==> config.mk <==
export PLATFORM = sky130hd
export DESIGN_NAME = muxBusCtl
export DESIGN_NICKNAME = d
export VERILOG_FILES = /design/src/rtl/muxBusPkg.sv /design/src/rtl/muxBusCtrl.sv /design/src/rtl/muxBusDp.sv /design/src/rtl/muxBusCtl.sv
export SDC_FILE = /design/constraint.sdc
export NUM_CORES = 1
export LEC_CHECK = 0
export BUFFER_PORTS_ARGS = -buffer_cell sky130_fd_sc_hd__clkbuf_2
export CAP_MARGIN = 20
export CORE_MARGIN = 4
export CORE_UTILIZATION = 34
export DETAILED_ROUTE_END_ITERATION = 8
export GPL_ROUTABILITY_DRIVEN = 0
export HOLD_SLACK_MARGIN = 0.08
export MAX_ROUTING_LAYER = met4
export SETUP_SLACK_MARGIN = 0.1
export SYNTH_ARGS = -nofsm -noshare
export SYNTH_HDL_FRONTEND = slang
export SYNTH_SLANG_ARGS = --single-unit
==> constraint.sdc <==
create_clock -name clk -period 1.8 [get_ports clk]
set_input_delay 0.18 -clock clk [delete_from_list [all_inputs] [get_ports clk]]
set_output_delay 0.18 -clock clk [all_outputs]
set_load 0.01 [all_outputs]
==> src/rtl/muxBusPkg.sv <==
package muxBusPkg;
  localparam int AD_W = 16;
  localparam logic [3:0] WAIT_EXT = 4'hF;

  typedef enum logic [2:0] {
    ST_IDLE, ST_ADDR, ST_STRB, ST_RECOV, ST_DONE
  } busState_e;

  typedef struct packed {
    logic load;       // latch the request
    logic addrPhase;  // drive address on AD
    logic wrPhase;    // drive write data, write strobe active
    logic capture;    // take read data from AD
    logic narrow;     // 8-bit bus for this access
    logic laneHi;     // current byte lane on the 8-bit bus
  } dpCtl_t;
endpackage

==> src/rtl/muxBusCtrl.sv <==
module muxBusCtrl
  import muxBusPkg::*;
(
  input  logic       clk,
  input  logic       rstN,
  input  logic       cfgNarrow,
  input  logic [3:0] cfgWait,
  input  logic [1:0] cfgRecov,
  input  logic [1:0] cfgMode,
  input  logic       csEnable,
  input  logic       reqValid,
  input  logic       reqWrite,
  input  logic [1:0] reqBe,
  input  logic       waitIn,
  output logic       busAle,
  output logic       busCs,
  output logic       busRd,
  output logic       busWr,
  output logic       adOe,
  output logic       reqDone,
  output dpCtl_t     dpCtl
);
  busState_e state;
  logic [2:0] cnt;
  logic [2:0] waitQ;
  logic [1:0] recovQ;
  logic narrowQ, extQ, csEnQ, writeQ, laneHiQ, pendQ;
  logic legal, strbEnd, strbLast, holdWait;
  logic [1:0] recovLen;

  always_comb begin
    legal = (!cfgWait[3] || cfgWait == WAIT_EXT) && cfgRecov != 2'b11 &&
            cfgMode == 2'b00 && reqBe != 2'b00;
    case (recovQ)
      2'b00:   recovLen = 2'd2;
      2'b01:   recovLen = 2'd1;
      default: recovLen = 2'd0;
    endcase
    holdWait = extQ && waitIn;
    strbEnd  = (state == ST_STRB) && cnt == 3'd0;
    strbLast = strbEnd && !holdWait;
  end

  always_ff @(posedge clk or negedge rstN) begin
    if (!rstN) begin
      state   <= ST_IDLE;
      cnt     <= '0;
      waitQ   <= '0;
      recovQ  <= '0;
      narrowQ <= 1'b0;
      extQ    <= 1'b0;
      csEnQ   <= 1'b0;
      writeQ  <= 1'b0;
      laneHiQ <= 1'b0;
      pendQ   <= 1'b0;
    end else begin
      case (state)
        ST_IDLE: if (reqValid) begin
          if (legal) begin
            narrowQ <= cfgNarrow;
            extQ    <= cfgWait == WAIT_EXT;
            waitQ   <= cfgWait[2:0];
            recovQ  <= cfgRecov;
            csEnQ   <= csEnable;
            writeQ  <= reqWrite;
            laneHiQ <= cfgNarrow && reqBe == 2'b10;
            pendQ   <= cfgNarrow && reqBe == 2'b11;
            state   <= ST_ADDR;
          end else begin
            state <= ST_DONE;
          end
        end
        ST_ADDR: begin
          cnt   <= extQ ? 3'd1 : waitQ;
          state <= ST_STRB;
        end
        ST_STRB: begin
          if (cnt != 3'd0) begin
            cnt <= cnt - 3'd1;
          end else if (!holdWait) begin
            if (!writeQ && recovLen != 2'd0) begin
              cnt   <= 3'(recovLen - 2'd1);
              state <= ST_RECOV;
            end else if (pendQ) begin
              pendQ   <= 1'b0;
              laneHiQ <= 1'b1;
              state   <= ST_ADDR;
            end else begin
              state <= ST_DONE;
            end
          end
        end
        ST_RECOV: begin
          if (cnt != 3'd0) begin
            cnt <= cnt - 3'd1;
          end else if (pendQ) begin
            pendQ   <= 1'b0;
            laneHiQ <= 1'b1;
            state   <= ST_ADDR;
          end else begin
            state <= ST_DONE;
          end
        end
        default: state <= ST_IDLE;
      endcase
    end
  end

  always_comb begin
    busAle  = state == ST_ADDR;
    busRd   = state == ST_STRB && !writeQ;
    busWr   = state == ST_STRB && writeQ;
    busCs   = csEnQ && (state == ST_ADDR || state == ST_STRB);
    adOe    = state == ST_ADDR || (state == ST_STRB && writeQ);
    reqDone = state == ST_DONE;
    dpCtl.load      = state == ST_IDLE && reqValid && legal;
    dpCtl.addrPhase = busAle;
    dpCtl.wrPhase   = busWr;
    dpCtl.capture   = strbLast && !writeQ;
    dpCtl.narrow    = narrowQ;
    dpCtl.laneHi    = laneHiQ;
  end

  AST_ALE_SOLO: assert property (@(posedge clk) disable iff (!rstN)
    busAle |-> !busRd && !busWr);
  AST_CS_IN_CYCLE: assert property (@(posedge clk) disable iff (!rstN)
    busCs |-> busAle || busRd || busWr);
  AST_RD_FLOAT: assert property (@(posedge clk) disable iff (!rstN)
    busRd |-> !adOe);
  AST_RECOV_IDLE: assert property (@(posedge clk) disable iff (!rstN)
    state == ST_RECOV |-> !adOe && !busCs && !busRd && !busWr);
  AST_EXT_HOLD: assert property (@(posedge clk) disable iff (!rstN)
    strbEnd && extQ && waitIn |=> state == ST_STRB);
  AST_DONE_PULSE: assert property (@(posedge clk) disable iff (!rstN)
    reqDone |=> !reqDone);
endmodule

==> src/rtl/muxBusDp.sv <==
module muxBusDp
  import muxBusPkg::*;
#(
  parameter int ADDR_W = 20,
  localparam int HI_W = ADDR_W - AD_W
) (
  input  logic              clk,
  input  logic              rstN,
  input  dpCtl_t            dpCtl,
  input  logic [ADDR_W-1:0] reqAddr,
  input  logic [AD_W-1:0]   reqWdata,
  input  logic [1:0]        reqBe,
  input  logic [AD_W-1:0]   adIn,
  output logic [AD_W-1:0]   adOut,
  output logic [HI_W-1:0]   addrHi,
  output logic              busWrLo,
  output logic              busWrHi,
  output logic [AD_W-1:0]   reqRdata
);
  localparam int BYTE_W = AD_W / 2;

  logic [ADDR_W-1:0] addrQ;
  logic [AD_W-1:0]   wdataQ;
  logic [AD_W-1:0]   rdataQ;
  logic [1:0]        beQ;
  logic [BYTE_W-1:0] laneByte;
  logic [AD_W-1:0]   beMask;

  always_ff @(posedge clk or negedge rstN) begin
    if (!rstN) begin
      addrQ  <= '0;
      wdataQ <= '0;
      rdataQ <= '0;
      beQ    <= '0;
    end else if (dpCtl.load) begin
      addrQ  <= reqAddr;
      wdataQ <= reqWdata;
      beQ    <= reqBe;
      rdataQ <= '0;
    end else if (dpCtl.capture) begin
      if (!dpCtl.narrow)
        rdataQ <= adIn & beMask;
      else if (dpCtl.laneHi)
        rdataQ[AD_W-1:BYTE_W] <= adIn[BYTE_W-1:0];
      else
        rdataQ[BYTE_W-1:0] <= adIn[BYTE_W-1:0];
    end
  end

  always_comb begin
    beMask   = {{BYTE_W{beQ[1]}}, {BYTE_W{beQ[0]}}};
    laneByte = dpCtl.laneHi ? wdataQ[AD_W-1:BYTE_W] : wdataQ[BYTE_W-1:0];
    if (dpCtl.addrPhase)
      adOut = {addrQ[AD_W-1:1], dpCtl.narrow && dpCtl.laneHi};
    else if (dpCtl.wrPhase)
      adOut = dpCtl.narrow ? {{BYTE_W{1'b0}}, laneByte} : wdataQ;
    else
      adOut = '0;
    addrHi   = addrQ[ADDR_W-1:AD_W];
    busWrLo  = dpCtl.wrPhase && (dpCtl.narrow || beQ[0]);
    busWrHi  = dpCtl.wrPhase && !dpCtl.narrow && beQ[1];
    reqRdata = rdataQ;
  end

  AST_NARROW_NO_HI: assert property (@(posedge clk) disable iff (!rstN)
    dpCtl.narrow && dpCtl.wrPhase |-> !busWrHi);
  AST_STROBE_INSIDE: assert property (@(posedge clk) disable iff (!rstN)
    busWrLo || busWrHi |-> dpCtl.wrPhase);
endmodule

==> src/rtl/muxBusCtl.sv <==
module muxBusCtl
  import muxBusPkg::*;
#(
  parameter int ADDR_W = 20
) (
  input  logic                   clk,
  input  logic                   rstN,
  input  logic                   cfgNarrow,
  input  logic [3:0]             cfgWait,
  input  logic [1:0]             cfgRecov,
  input  logic [1:0]             cfgMode,
  input  logic                   csEnable,
  input  logic                   reqValid,
  input  logic                   reqWrite,
  input  logic [ADDR_W-1:0]      reqAddr,
  input  logic [15:0]            reqWdata,
  input  logic [1:0]             reqBe,
  output logic                   reqDone,
  output logic [15:0]            reqRdata,
  output logic                   busAle,
  output logic                   busCs,
  output logic                   busRd,
  output logic                   busWr,
  output logic                   busWrLo,
  output logic                   busWrHi,
  output logic [ADDR_W-17:0]     addrHi,
  output logic [15:0]            adOut,
  output logic                   adOe,
  input  logic [15:0]            adIn,
  input  logic                   waitIn
);
  dpCtl_t dpCtl;

  muxBusCtrl ctrl_i (
    .clk(clk), .rstN(rstN), .cfgNarrow(cfgNarrow), .cfgWait(cfgWait),
    .cfgRecov(cfgRecov), .cfgMode(cfgMode), .csEnable(csEnable),
    .reqValid(reqValid), .reqWrite(reqWrite), .reqBe(reqBe),
    .waitIn(waitIn), .busAle(busAle), .busCs(busCs), .busRd(busRd),
    .busWr(busWr), .adOe(adOe), .reqDone(reqDone), .dpCtl(dpCtl)
  );

  muxBusDp #(.ADDR_W(ADDR_W)) dp_i (
    .clk(clk), .rstN(rstN), .dpCtl(dpCtl), .reqAddr(reqAddr),
    .reqWdata(reqWdata), .reqBe(reqBe), .adIn(adIn), .adOut(adOut),
    .addrHi(addrHi), .busWrLo(busWrLo), .busWrHi(busWrHi),
    .reqRdata(reqRdata)
  );
endmodule

# After elaboration in Yosys (flattened, before gate mapping)
# Index checks and enable logic that the tools add are counted.
dict set report totals {
  out_inout_bits 44
  register_bits 71
}
dict set report op_classes {
  addsub 2
  n_reduce_logical 43
  n_bitwise 1
  eq_ne 20
  n_mux 39
}
# operator count
set ops {}
lappend ops {{$mux W16} 6}
lappend ops {{$mux W3} 12}
lappend ops {{$mux W8} 3}
lappend ops {{$logic_and A1 B1 Y1} 19}
lappend ops {{$and A16 B16 Y16} 1}
lappend ops {{$mux W1} 13}
lappend ops {{$ne A2 B2 Y1 const B} 6}
lappend ops {{$pmux W3 S4} 1}
lappend ops {{$pmux W3 S3} 1}
lappend ops {{$reduce_bool A3 Y1} 3}
lappend ops {{$reduce_and A4 Y1} 2}
lappend ops {{$reduce_and A7 Y1} 1}
lappend ops {{$eq A3 B2 Y1 const B} 2}
lappend ops {{$logic_not A3 Y1} 2}
lappend ops {{$ne A3 B2 Y1 const B} 2}
lappend ops {{$ne A3 B3 Y1 const B} 2}
lappend ops {{$pmux W1 S3} 2}
lappend ops {{$reduce_bool A2 Y1} 3}
lappend ops {{$eq A2 B2 Y1 const B} 2}
lappend ops {{$eq A4 B4 Y1 const B} 1}
lappend ops {{$logic_not A1 Y1} 4}
lappend ops {{$logic_not A2 Y1} 2}
lappend ops {{$logic_or A1 B1 Y1} 4}
lappend ops {{$ne A2 B1 Y1 const B} 2}
lappend ops {{other kinds (8)} 9}

# Depth between registers and ports, before layout
# Gate-level depths: netlist (run 1).
dict set report depth {
  depth_word 8
  depth_mapped 8
  depth_no_buf 7
}

# Modules after synthesis
# Synthesis (run 1) repeated with hierarchy kept, for this count alone.
dict set report hier_totals {
  hier_cells 314
  hier_area_um2 3668.5
}
# module seq_area_each_um2 area_each_um2 instances cells_per_inst
set modules_own_cells {}
lappend modules_own_cells {muxBusDp 1326.3 2531.2 1 205}
lappend modules_own_cells {muxBusCtrl 425.4 1137.3 1 109}

# Least setup slack after synthesis (run 1)
# No wires, ideal clock.
dict set report synth_path {
  path_type {reg2reg}
  startpoint {reg ctrl_i.recovQ[0]}
  endpoint {reg ctrl_i.cnt[1]}
  path_buffers 0
  setup_slack_ns -0.094
  setup_ns 0.128
  required_ns 1.672
  path_stages_with_launch 7
  arrival_time_ns 1.766
  path_cell_list {dfrtp_1 or2_2 ha_1 nor3_2 nand2_1 a311o_1 mux2_1}
}
dict set report synth_between {
  elab_chain_len 7
  word_cells_on_any_way 12
}
# item line
set synth_lines {}
lappend synth_lines {{start: declaration} muxBusCtrl.sv:26} ;# logic [1:0] recovQ;
lappend synth_lines {{start signal: assignment} muxBusCtrl.sv:63} ;# recovQ <= cfgRecov;
lappend synth_lines {{$eq A2 B1 Y1 / $logic_not A2 Y1 (equally long branches)} muxBusCtrl.sv:34} ;# case (recovQ)
lappend synth_lines {{$pmux W2 S2 (*)} muxBusCtrl.sv:34}
lappend synth_lines {{$sub A2 B1 Y3} muxBusCtrl.sv:82} ;# cnt <= 3'(recovLen - 2'd1);
lappend synth_lines {{$mux W3} muxBusCtrl.sv:81} ;# if (!writeQ && recovLen != 2'd0) begin
lappend synth_lines {{$mux W3} muxBusCtrl.sv:80} ;# end else if (!holdWait) begin
lappend synth_lines {{$mux W3} muxBusCtrl.sv:78} ;# if (cnt != 3'd0) begin
lappend synth_lines {{$pmux W3 S3} muxBusCtrl.sv:57} ;# case (state)
lappend synth_lines {{end signal: assignment} muxBusCtrl.sv:74} ;# cnt <= extQ ? 3'd1 : waitQ;
lappend synth_lines {{end signal: assignment} muxBusCtrl.sv:79} ;# cnt <= cnt - 3'd1;
lappend synth_lines {{end signal: assignment} muxBusCtrl.sv:82}
lappend synth_lines {{end: declaration} muxBusCtrl.sv:24} ;# logic [2:0] cnt;
# Mark *: on every way between the ends. The rest lies on a longest branch, timed or not. The select of a mux whose other input is x is not followed.
# A chain may end at the register's enable or synchronous reset.

# Worst setup path in the final report (run 1)
dict set report layout_path {
  startpoint {reg ctrl_i.state[1]}
  endpoint {out adOut[11]}
}
dict set report layout_between {
  elab_chain_len 4
  word_cells_on_any_way 5
}
# item line
set layout_lines {}
lappend layout_lines {{start: declaration} muxBusCtrl.sv:23} ;# busState_e state;
lappend layout_lines {{start signal: assignment} muxBusCtrl.sv:46} ;# state <= ST_IDLE;
lappend layout_lines {{start signal: assignment} muxBusCtrl.sv:68} ;# state <= ST_ADDR;
lappend layout_lines {{start signal: assignment} muxBusCtrl.sv:70} ;# state <= ST_DONE;
lappend layout_lines {{$eq A3 B2 Y1} muxBusCtrl.sv:112} ;# busWr = state == ST_STRB && writeQ;
lappend layout_lines {{$logic_and A1 B1 Y1} muxBusCtrl.sv:112}
lappend layout_lines {{$mux W16} muxBusDp.sv:55} ;# else if (dpCtl.wrPhase)
lappend layout_lines {{$mux W16 (*)} muxBusDp.sv:53} ;# if (dpCtl.addrPhase)
lappend layout_lines {{end: declaration} muxBusCtl.sv:27} ;# output logic [15:0] adOut,
# Mark *: on every way between the ends. The rest lies on a longest branch, timed or not.

==> run metrics, run 1 <==
status finished with violations; failing checks setup timing; Mapped Cells ~310; slew margin rel. 0.6723; chip height about 110 um; fmax between 500 and 600 MHz; asr flop ratio synth 1.000; CTS Buf Count 9; Critical Path RT 1.62 ns; Ports approximately 110; top cells by area, synth dfrtp_1 48%, mux2_4 12%, mux2_2 5.6%; register area share after synthesis 0.4823; Yosys top cell area share 0.4823; # Max-Cap Violations 0; Most used DFF post-synth dfrtp_1; GR Overflow Total 0; leakage 2.985 nW; Total GRT Usage 0.1851; TritonCTS clock tree yes; DP HPWL 6.856 mm; critical path class reg2out; final worst-path setup slack -0.1851 ns; Met2 Routed Length 6.187 mm; die width 111.4 um; initial antenna violation count 0; CTS Root Cell clkbuf_8; Slew Limit Fails 0; Slew @ Worst Pin about 0.49 ns; top cells by count, synth 70 x dfrtp_1, 28 x mux2_4, 25 x nand2_1; vias in the first global route around 3,500; period utilization 1.103; Placed Cells ~560; fin crit period roughly 2.0 ns; Worst-path clk slew ~0.070 ns; wire per inst between 15 and 20 um; layout cells sized above 1 0.6060; Multi-input gate area 2058 sq um; CTS Sinks 70; Port Buffers about 110; WL met3 roughly 530 um; largest net degree at the start of global routing 71; synthesis-to-layout area growth 69.34%; first-pass GRT wire length 17.72 mm; Mean Syn Cell Area between 10 and 15 sq um; element type at the critical path end output port; final hold violations 0; total routed wirelength roughly 12 mm; initial core utilization 0.3503; syn_nets 384; Max Root-Sink Buffers 2; worst skew pair latency 0.36 ns; startpoint types flop; Tightest Hold Check Type in2reg; RSZ-0062 raised after global routing true; hold_ws a little under 0.07 ns; non-filler cells, final between 600 and 700; Layout Nets roughly 600; Filler Cells Inserted around 860; Post-synth EDFFs 0; Worst Path Arrival approximately 1.8 ns; Vias per Instance roughly 5; top sig layer met4; Yosys cell types 50; critical path fanouts, max 5; DRC Markers 0; clock skew about 0.009 ns; Power Dens Cells ~1300 nW/um^2; Post-Syn Area approximately 3600 sq um; First DRT Iteration DRCs between 150 and 200; storage element area 1755 sq um; post-route setup TNS -5.376 ns; Diodes inserted 0; Syn. warnings 0; Peak VDD IR between 0.5 and 0.6 mV; DIE AREA approximately 12,000 sq um; site row count 37; via count about 3,300; drt pass-1 iters 4; top-count cell post-synth dfrtp_1; H-tree depth 3; core area approximately 10,000 sq um; wl on met1 ~4.6 mm; #FFs+latches synth 70; dominant cell type by area after synthesis dfrtp_1; # setup viols final 65; pre-CTS WS -0.08866 ns; DRT antenna net count 0
## layout make-up
class	count	share of cell area
Clock buffer	11	0.02461
Clock inverter	5	0.009154
Inverter	8	0.005289
Multi-Input combinational cell	211	0.3346
Sequential cell	70	0.2854
Tap cell	136	0.02766
Timing Repair Buffer	228	0.3133
## path summary, 6_finish.rpt
kind	depth (start not counted)	end	startpoint	slack, ns
min in group asynchronous	3	dp_i.reqRdata[1]$_DFFE_PN0P_	rstN	0.36
worst max-delay path	8	adOut[11]	ctrl_i.state[1]$_DFFE_PN0P_	-0.19
max in group asynchronous	3	ctrl_i.cnt[2]$_DFFE_PN0P_	rstN	1.11
worst min-delay path	3	ctrl_i.extQ$_DFFE_PN0N_	cfgWait[3]	0.07
worst max register to register	7	dp_i.addrQ[11]$_DFFE_PN0N_	ctrl_i.state[1]$_DFFE_PN0P_	-0.12
worst min register to register	2	ctrl_i.cnt[0]$_DFFE_PN0P_	ctrl_i.cnt[0]$_DFFE_PN0P_	0.50
## sequential cells by signal, summed over array words and instances (netlist names)
name,count
ctrl_i.extQ,1
dp_i.wdataQ,16
dp_i.beQ,2
ctrl_i.csEnQ,1
ctrl_i.laneHiQ,1
ctrl_i.state,3
ctrl_i.cnt,3
ctrl_i.pendQ,1
dp_i.reqRdata,16
ctrl_i.recovQ,2
ctrl_i.writeQ,1
dp_i.addrQ,19
ctrl_i.narrowQ,1
ctrl_i.waitQ,3
## cells by family (layout without fill, tap and decap cells)
logic type	after synthesis	count (layout)	share of synthesized area
mux	56	56	0.1994
flops	70	70	0.4823
buf+inv	30	252	0.05718
xor+xnor	1	1	0.002412
compound gates	65	65	0.1237
fa+ha+maj	4	4	0.01378
simple gates	85	85	0.1213
## layout by cell type, fill, tap and decap left out, types with 7 or more instances in the layout
cell type / Yosys / layout
clkbuf_2: 0 / 86
nand3_2: 0 / 8
buf_4: 6 / 32
nand2_1: 25 / 18
a22o_1: 8 / 8
nor2_4: 0 / 9
buf_2: 5 / 21
mux2_4: 28 / 29
a21oi_2: 0 / 15
nor2_1: 22 / 12
dfrtp_1: 70 / 67
mux2_2: 18 / 18
buf_6: 3 / 22
inv_1: 7 / 7
buf_12: 2 / 8
mux2i_1: 9 / 9
dlygate4sd3_1: 0 / 46
clkbuf_8: 0 / 11
a22oi_1: 7 / 7
## routing by layer
metal / track usage / up-vias
met2: 0.3241 / 103
met3: 0.03804 / 20
li1: - / 1548
met1: 0.2106 / 1636
met4: 0.06407 / 0
met5: - / -
## timing repair
action,in CTS,in global routing
hold endpoints to repair,115,0
buffers inserted,25,9
cloned,7,3
pin swaps,21,49
gates resized for setup,54,106
setup endpoints to repair,84,91
hold buffers,46,0
## where the power goes
group          internal, mW  total (mW)  leakage, nW  switching [mW]
registers              2.18        2.68        0.916           0.493
clock network         0.716        1.35        0.106           0.631
logic                  2.38        4.25         1.96            1.86
total                  5.28        8.27         2.98            2.99
## through the flow
step	area (sq um)	power (mW)	utilization
2_1_floorplan	3660	4.560	-
5_1_grt	6151	8.792	0.5931
3_3_place_gp	4466	5.469	0.4306
6_report	6151	8.271	0.5931
4_1_cts	5684	7.671	0.5481
3_5_place_dp	4466	5.567	0.4306
## critical path, cell delays in order, from the launching register on
cell      delay (ns)
dfrtp_1         0.41
buf_6           0.13
nand2b_4        0.05
nand3b_1        0.17
buf_6           0.16
nor2_4          0.12
buf_6           0.14
a22o_1          0.14
buf_2           0.14
Power figures use the tool's default switching activity.
==> run 2, diff against run 1 <==
Settings changed: RECOVER_POWER set to 100.
==> run 2 against run 1 <==
The flow still finishes with violations (setup timing). Critical endpoint unchanged. Utilization down 0.36 points. Non-clock buffer count unchanged. Largest cell class unchanged. Register-to-register slack about the same.
==> run metrics, run 2 (synthesis results as in run 1) <==
element type at the critical path end output port; non-filler cells, final between 600 and 700; chip height roughly 110 um; # setup viols final 64; site row count 37; Slew @ Worst Pin 0.9796 ns; CTS Buf Count 9; Worst path slowest cell dfrtp_1; period utilization 1.102; startpoint types flop; Port Buffers between 100 and 150; via count 3,301; Max Root-Sink Buffers 2; Diodes inserted 0; initial core utilization 0.3503; GR Overflow Total 0; Layout Nets between 600 and 700; most frequent cells in the layout 67 x dfrtp_1, 66 x clkbuf_2, 46 x dlygate4sd3_1; TritonCTS clock tree yes; slew margin rel. 0.3469; max incr delay on CP 0.41 ns; Vias per Instance 4.934; RSZ-0062 raised after global routing true; final instance area between 6000 and 7000 sq um; critical path class reg2out; fmax 504.3 MHz; vias in the first global route approximately 3,500; worst skew pair latency 0.35 ns; DRC Markers 0; status finished with violations; Filler Cells Inserted about 870; Hold Startpoint cfgWait[3]; hold depth 3; Reg2Reg Setup Slack -0.12 ns; Worst-path clk slew about 0.070 ns; Most flops, register dp_i.addrQ; largest net degree at the start of global routing just over 70; Placed Cells about 560; First DRT Iteration DRCs between 150 and 200; drt pass-1 iters 4; initial antenna violation count 0; die width roughly 110 um; cell breakdown of the critical path buf_6, nand2b_4, nand3b_1, buf_6, nor2_4, buf_6, a22o_1, buf_2; Power Dens Cells between 1000 and 1500 nW/um^2; placed cell area ~4500 sq um; Crit path top cell by count buf_6; Ports approximately 110; synthesis-to-layout area growth 68.31%; Critical Path RT about 1.6 ns; DIE AREA about 12,000 sq um; Multi-input gate area 2058 sq um; CTS Sinks 70; leakage 2.915 nW; layout cells sized above 1 0.5685; fin crit period 1.983 ns; Worst Path Arrival roughly 1.8 ns; CTS Root Cell clkbuf_8; clock skew 0.008889 ns; Peak VDD IR ~0.56 mV; Slew Limit Fails 0; wire per inst 17.34 um; H-tree depth 3; Tightest Hold Check Type in2reg; RR Endpoint dp_i.addrQ[14]$_DFFE_PN0N_; worst reg2reg path depth 8; RR Startpoint ctrl_i.state[1]$_DFFE_PN0P_; hold-critical path endpoint ctrl_i.extQ$_DFFE_PN0N_; core area 10,370 sq um; DP HPWL around 6.9 mm; first-pass GRT wire length 17.72 mm; final hold violations 0; DRT antenna net count 0; total routed wirelength between 10 and 15 mm; final worst-path setup slack -0.1829 ns; # Max-Cap Violations 0; commonest non-fill, non-tap cell in the layout dfrtp_1; failing checks setup timing; critical path fanouts, max 5; max reg flops 19; Total GRT Usage 0.1851; storage element area 1755 sq um
-- run 2: cell count changes in the layout (fill, tap and decap cells not counted) --
cell / change
clkbuf_1: +20
clkbuf_2: -20
clkbuf_4: +2
buf_12: -1
buf_4: -1
-- run 2: layout make-up --
| cell class | instances | share of cell area |
|---|---|---|
| multi-input combinational | 211 | 0.3367 |
| timing repair buffer | 228 | 0.3090 |
| sequential | 70 | 0.2871 |
| tap | 136 | 0.02783 |
| clock buffer | 11 | 0.02476 |
| clock inverter | 5 | 0.009210 |
| inverter | 8 | 0.005321 |
-- run 2: power breakdown --
part / switching, mW / internal, mW
registers: 0.492 / 2.18
clock network: 0.627 / 0.716
logic: 1.87 / 2.33
total: 2.99 / 5.23
-- run 2: what timing repair did --
item | in CTS | in global routing
hold buffers | 46 | 0
resized for setup | 54 | 106
endpoints found under the hold margin | 115 | 0
endpoints found under the setup margin | 84 | 91
buffers inserted | 25 | 9
cloned | 7 | 3
pin swaps | 21 | 49
-- run 2: worst max-delay path by stage --
| stage | startpoint | endpoint | slack [ns] | cells past startpoint |
|---|---|---|---|---|
| 2_1_floorplan | ctrl_i.recovQ[1]$_DFFE_PN0N_ | ctrl_i.cnt[1]$_DFFE_PN0P_ | 0.04 | 6 |
| 3_3_place_gp | cfgRecov[0] | dp_i.addrQ[18]$_DFFE_PN0N_ | -0.04 | 6 |
| 3_5_place_dp | cfgRecov[0] | dp_i.addrQ[16]$_DFFE_PN0N_ | -0.09 | 6 |
| 4_1_cts | ctrl_i.state[1]$_DFFE_PN0P_ | adOut[10] | -0.15 | 7 |
| 5_1_grt | ctrl_i.state[1]$_DFFE_PN0P_ | adOut[13] | -0.27 | 8 |
| 6_report | ctrl_i.state[1]$_DFFE_PN0P_ | adOut[11] | -0.18 | 8 |
-- run 2: per-stage QoR --
| stage | hold WS, ns | util | worst slack (ns) | TNS [ns] | total power, mW |
|---|---|---|---|---|---|
| 2_1_floorplan | -0.1156 | - | 0.04292 | 0 | 4.560 |
| 3_3_place_gp | 0.2398 | 0.4306 | -0.04183 | -0.7475 | 5.469 |
| 3_5_place_dp | 0.2372 | 0.4306 | -0.08866 | -2.343 | 5.567 |
| 4_1_cts | 0.08138 | 0.5481 | -0.1500 | -4.179 | 7.671 |
| 5_1_grt | 0.08227 | 0.5895 | -0.2709 | -10.02 | 8.741 |
| 6_report | 0.07471 | 0.5895 | -0.1829 | -5.240 | 8.221 |
-- run 2: critical path: cells and delay by family, from the launching register on --
kind / cells / cell delay [ns]
flops: 1 / 0.41
compound gates: 1 / 0.14
buf+inv: 4 / 0.57
simple gates: 3 / 0.34
-- run 2: metal layers --
metal | share of wire | GRT usage
met3 | 0.043 | 0.03804
met4 | 0.021 | 0.06407
met2 | 0.53 | 0.3241
met1 | 0.40 | 0.2106
met5 | 0 | -
==> run 3, diff against run 2 <==
Settings changed: ABC_AREA set to 1, ABC_CLOCK_PERIOD_IN_PS set to 1800, CORE_UTILIZATION 34 to 47, PLACE_DENSITY set to 0.77.
==> run 3 against run 2 <==
The flow still finishes with violations (setup timing). Worst setup slack improved by 0.063 ns. Clock power fell by 19%. Non-clock buffer count fell by 51. Maximum frequency rose by 3.3%. Synthesized cell count rose by 59%. Cell count rose by 14%. Global-route usage rose by 6.3 points. Design area fell by 16%. Critical endpoint is now adOut[12]. Largest cell class is now registers.
==> run metrics, run 3 <==
status finished with violations; failing checks setup timing; RR Endpoint dp_i.beQ[0]$_DFFE_PN0N_; initial core utilization 0.4954; first-pass GRT wire length about 17 mm; DRC Markers 0; synthesis-to-layout area growth 39.82%; CP Capture Point adOut[12]; Mapped Cells 494; Post-Syn Area about 3700 sq um; Port Buffers ~110; clock skew around 0.01 ns; Switching Fraction 0.3839; top cells by count, synth 204 x nand2_1, 70 x dfrtp_1, 50 x inv_1; stages on the worst setup path 9; Diodes inserted 0; CTS Root Cell clkbuf_8; max reg flops 19; commonest non-fill, non-tap cell in the layout nand2_1; Yosys top cell area share 0.4773; Peak VDD IR 0.5771 mV; Worst Path Arrival about 1.7 ns; drt pass-1 iters 4; Clock power frac 0.189; leakage 2.742 nW; syn_nets between 500 and 600; Total GRT Usage 0.2483; First DRT Iteration DRCs just under 200; final worst-path setup slack -0.1196 ns; wire per inst around 14 um; Tightest Hold Check Type in2reg; fin crit period ~1.9 ns; most frequent cells in the layout 200 x nand2_1, 76 x clkbuf_2, 69 x dfrtp_1; hold depth 3; critical path class reg2out; Post-synth EDFFs 0; RR Startpoint ctrl_i.state[0]$_DFFE_PN0P_; CTS Sinks 70; TritonCTS clock tree yes; Most flops, register dp_i.addrQ; element type at the critical path end output port; H-tree depth 3; #FFs+latches synth 70; DP HPWL 6.836 mm; Net Sw Power roughly 2.2 mW; site row count 31; RSZ-0062 raised after global routing true; chip height ~96 um; DRT antenna net count 0; total routed wirelength 10.81 mm; Largest delay share family, worst path simple AND/OR/NAND/NOR gates; final hold violations 0; Power Dens Cells ~1100 nW/um^2; Worst path slowest cell dfrtp_1; hold_ws 0.09791 ns; asr flop ratio synth 1.000; top-count cell post-synth nand2_1; initial antenna violation count 0; Slew Limit Fails 0; period utilization 1.066; worst skew pair latency 0.35 ns; Mean Syn Cell Area around 7.4 sq um; core area 7408 sq um; CTS Buf Count 9; Layout Nets about 730; largest net degree at the start of global routing roughly 70; max incr delay on CP about 0.40 ns; sequential share of power 0.441; # setup viols final 15; dominant cell type by area after synthesis dfrtp_1; GR Overflow Total 0; startpoint types flop; Slew @ Worst Pin between 0.9 and 1 ns; Syn. warnings 0; # Max-Cap Violations 0; cell breakdown of the critical path inv_2, nand2_4, inv_4, nand2_4, nor2_4, inv_2, or2_4, o21ai_2, buf_2; pre-CTS WS 0.08291 ns; via count between 3,000 and 4,000; Yosys cell types 28; die width around 96 um; top cells by area, synth dfrtp_1 48%, nand2_1 21%, inv_1 5.1%; worst reg2reg path depth 9; Critical Path RT 1.62 ns; Vias per Instance ~5; fmax between 500 and 600 MHz; critical path fanouts, max 8; Max Root-Sink Buffers 2; Worst-path clk slew ~0.06 ns; Ports 113; Gate power share 0.370; Int Pwr between 3 and 4 mW; layout cells sized above 1 0.2504; post-route setup TNS -0.9856 ns; Critical path buffers and inverters 4; slew margin rel. 0.3664; vias in the first global route approximately 3,700; register area share after synthesis 0.4773; Reg2Reg Setup Slack -0.03 ns; critical path startpoint ctrl_i.state[2]$_DFFE_PN0P_; DIE AREA a little over 9000 sq um; Most used DFF post-synth dfrtp_1
-- run 3: cell types whose count changed after synthesis, sizes merged, moves of 8 or more --
cell	before	now
nand3b	1	9
mux2	47	0
a22o	8	0
o21ai	16	50
inv	8	54
nand3	10	19
mux2i	9	0
nand2	25	206
-- run 3: kinds of logic after synthesis --
family | synth area share
simple gates | 0.2976
compound gates | 0.1190
buf+inv | 0.09001
flops | 0.4773
fa+ha+maj | 0.01364
xor+xnor | 0.002387
-- run 3: power groups by stage --
stage / registers, mW / clock network (mW) / logic (mW)
5_1_grt: 2.60 / 1.17 / 2.41
6_report: 2.52 / 1.08 / 2.11
3_5_place_dp: 2.53 / 0 / 1.90
3_3_place_gp: 2.52 / 0 / 1.84
2_1_floorplan: 2.46 / 0 / 1.38
4_1_cts: 2.51 / 1.09 / 2.09
-- run 3: timing repair --
action                                  in CTS  in global routing
pin swaps                                    2                  6
hold buffers                                41                  0
buffers inserted                             6                  4
gates cloned                                 1                  1
resized for setup                           32                 38
endpoints found under the hold margin      110                  0
endpoints found under the setup margin      21                 73
-- run 3: area by class of cell --
cell class | count | area (sq um)
clock buffers | 12 | 145.1
clock inverters | 2 | 10.01
fillers | 599 | 2277
inverters | 56 | 225.2
multi-input cells | 346 | 1664
flip-flops and latches | 70 | 1753
well taps | 99 | 123.9
repair buffers | 177 | 1210
-- run 3: worst min-delay path by stage --
stage / startpoint / endpoint / slack (ns)
6_report: cfgNarrow / ctrl_i.narrowQ$_DFFE_PN0N_ / 0.1
3_3_place_gp: rstN / ctrl_i.cnt[1]$_DFFE_PN0P_ / 0.23
4_1_cts: cfgNarrow / ctrl_i.narrowQ$_DFFE_PN0N_ / 0.09
3_5_place_dp: rstN / ctrl_i.cnt[1]$_DFFE_PN0P_ / 0.23
5_1_grt: cfgNarrow / ctrl_i.narrowQ$_DFFE_PN0N_ / 0.13
2_1_floorplan: rstN / ctrl_i.cnt[0]$_DFFE_PN0P_ / -0.12
-- run 3: routing by layer --
layer	up-vias	routed length (um)	track usage
met1	1776	4582	0.3165
met2	158	5261	0.4031
li1	1867	-	-
met5	-	0	-
met3	22	757	0.04144
met4	0	206	0.08411
-- run 3: worst reg2reg max path: cells and delay by family (launching register included) --
kind	cells	cell delay [ns]
buffers and inverters	3	0.44
flip-flops	1	0.45
AO/OA/AOI/OAI	1	0.09
AND/OR/NAND/NOR	5	0.73
-- run 3: per-stage QoR --
stage                     cells  power (mW)  cell area, sq um  utilization
after floorplan             494       3.835              3670            -
after global placement      696       4.352              4348       0.5869
after detailed placement    696       4.439              4348       0.5869
after CTS                   757       5.695              5072       0.6847
after global routing        762       6.174              5131       0.6926
final                       762       5.710              5131       0.6926
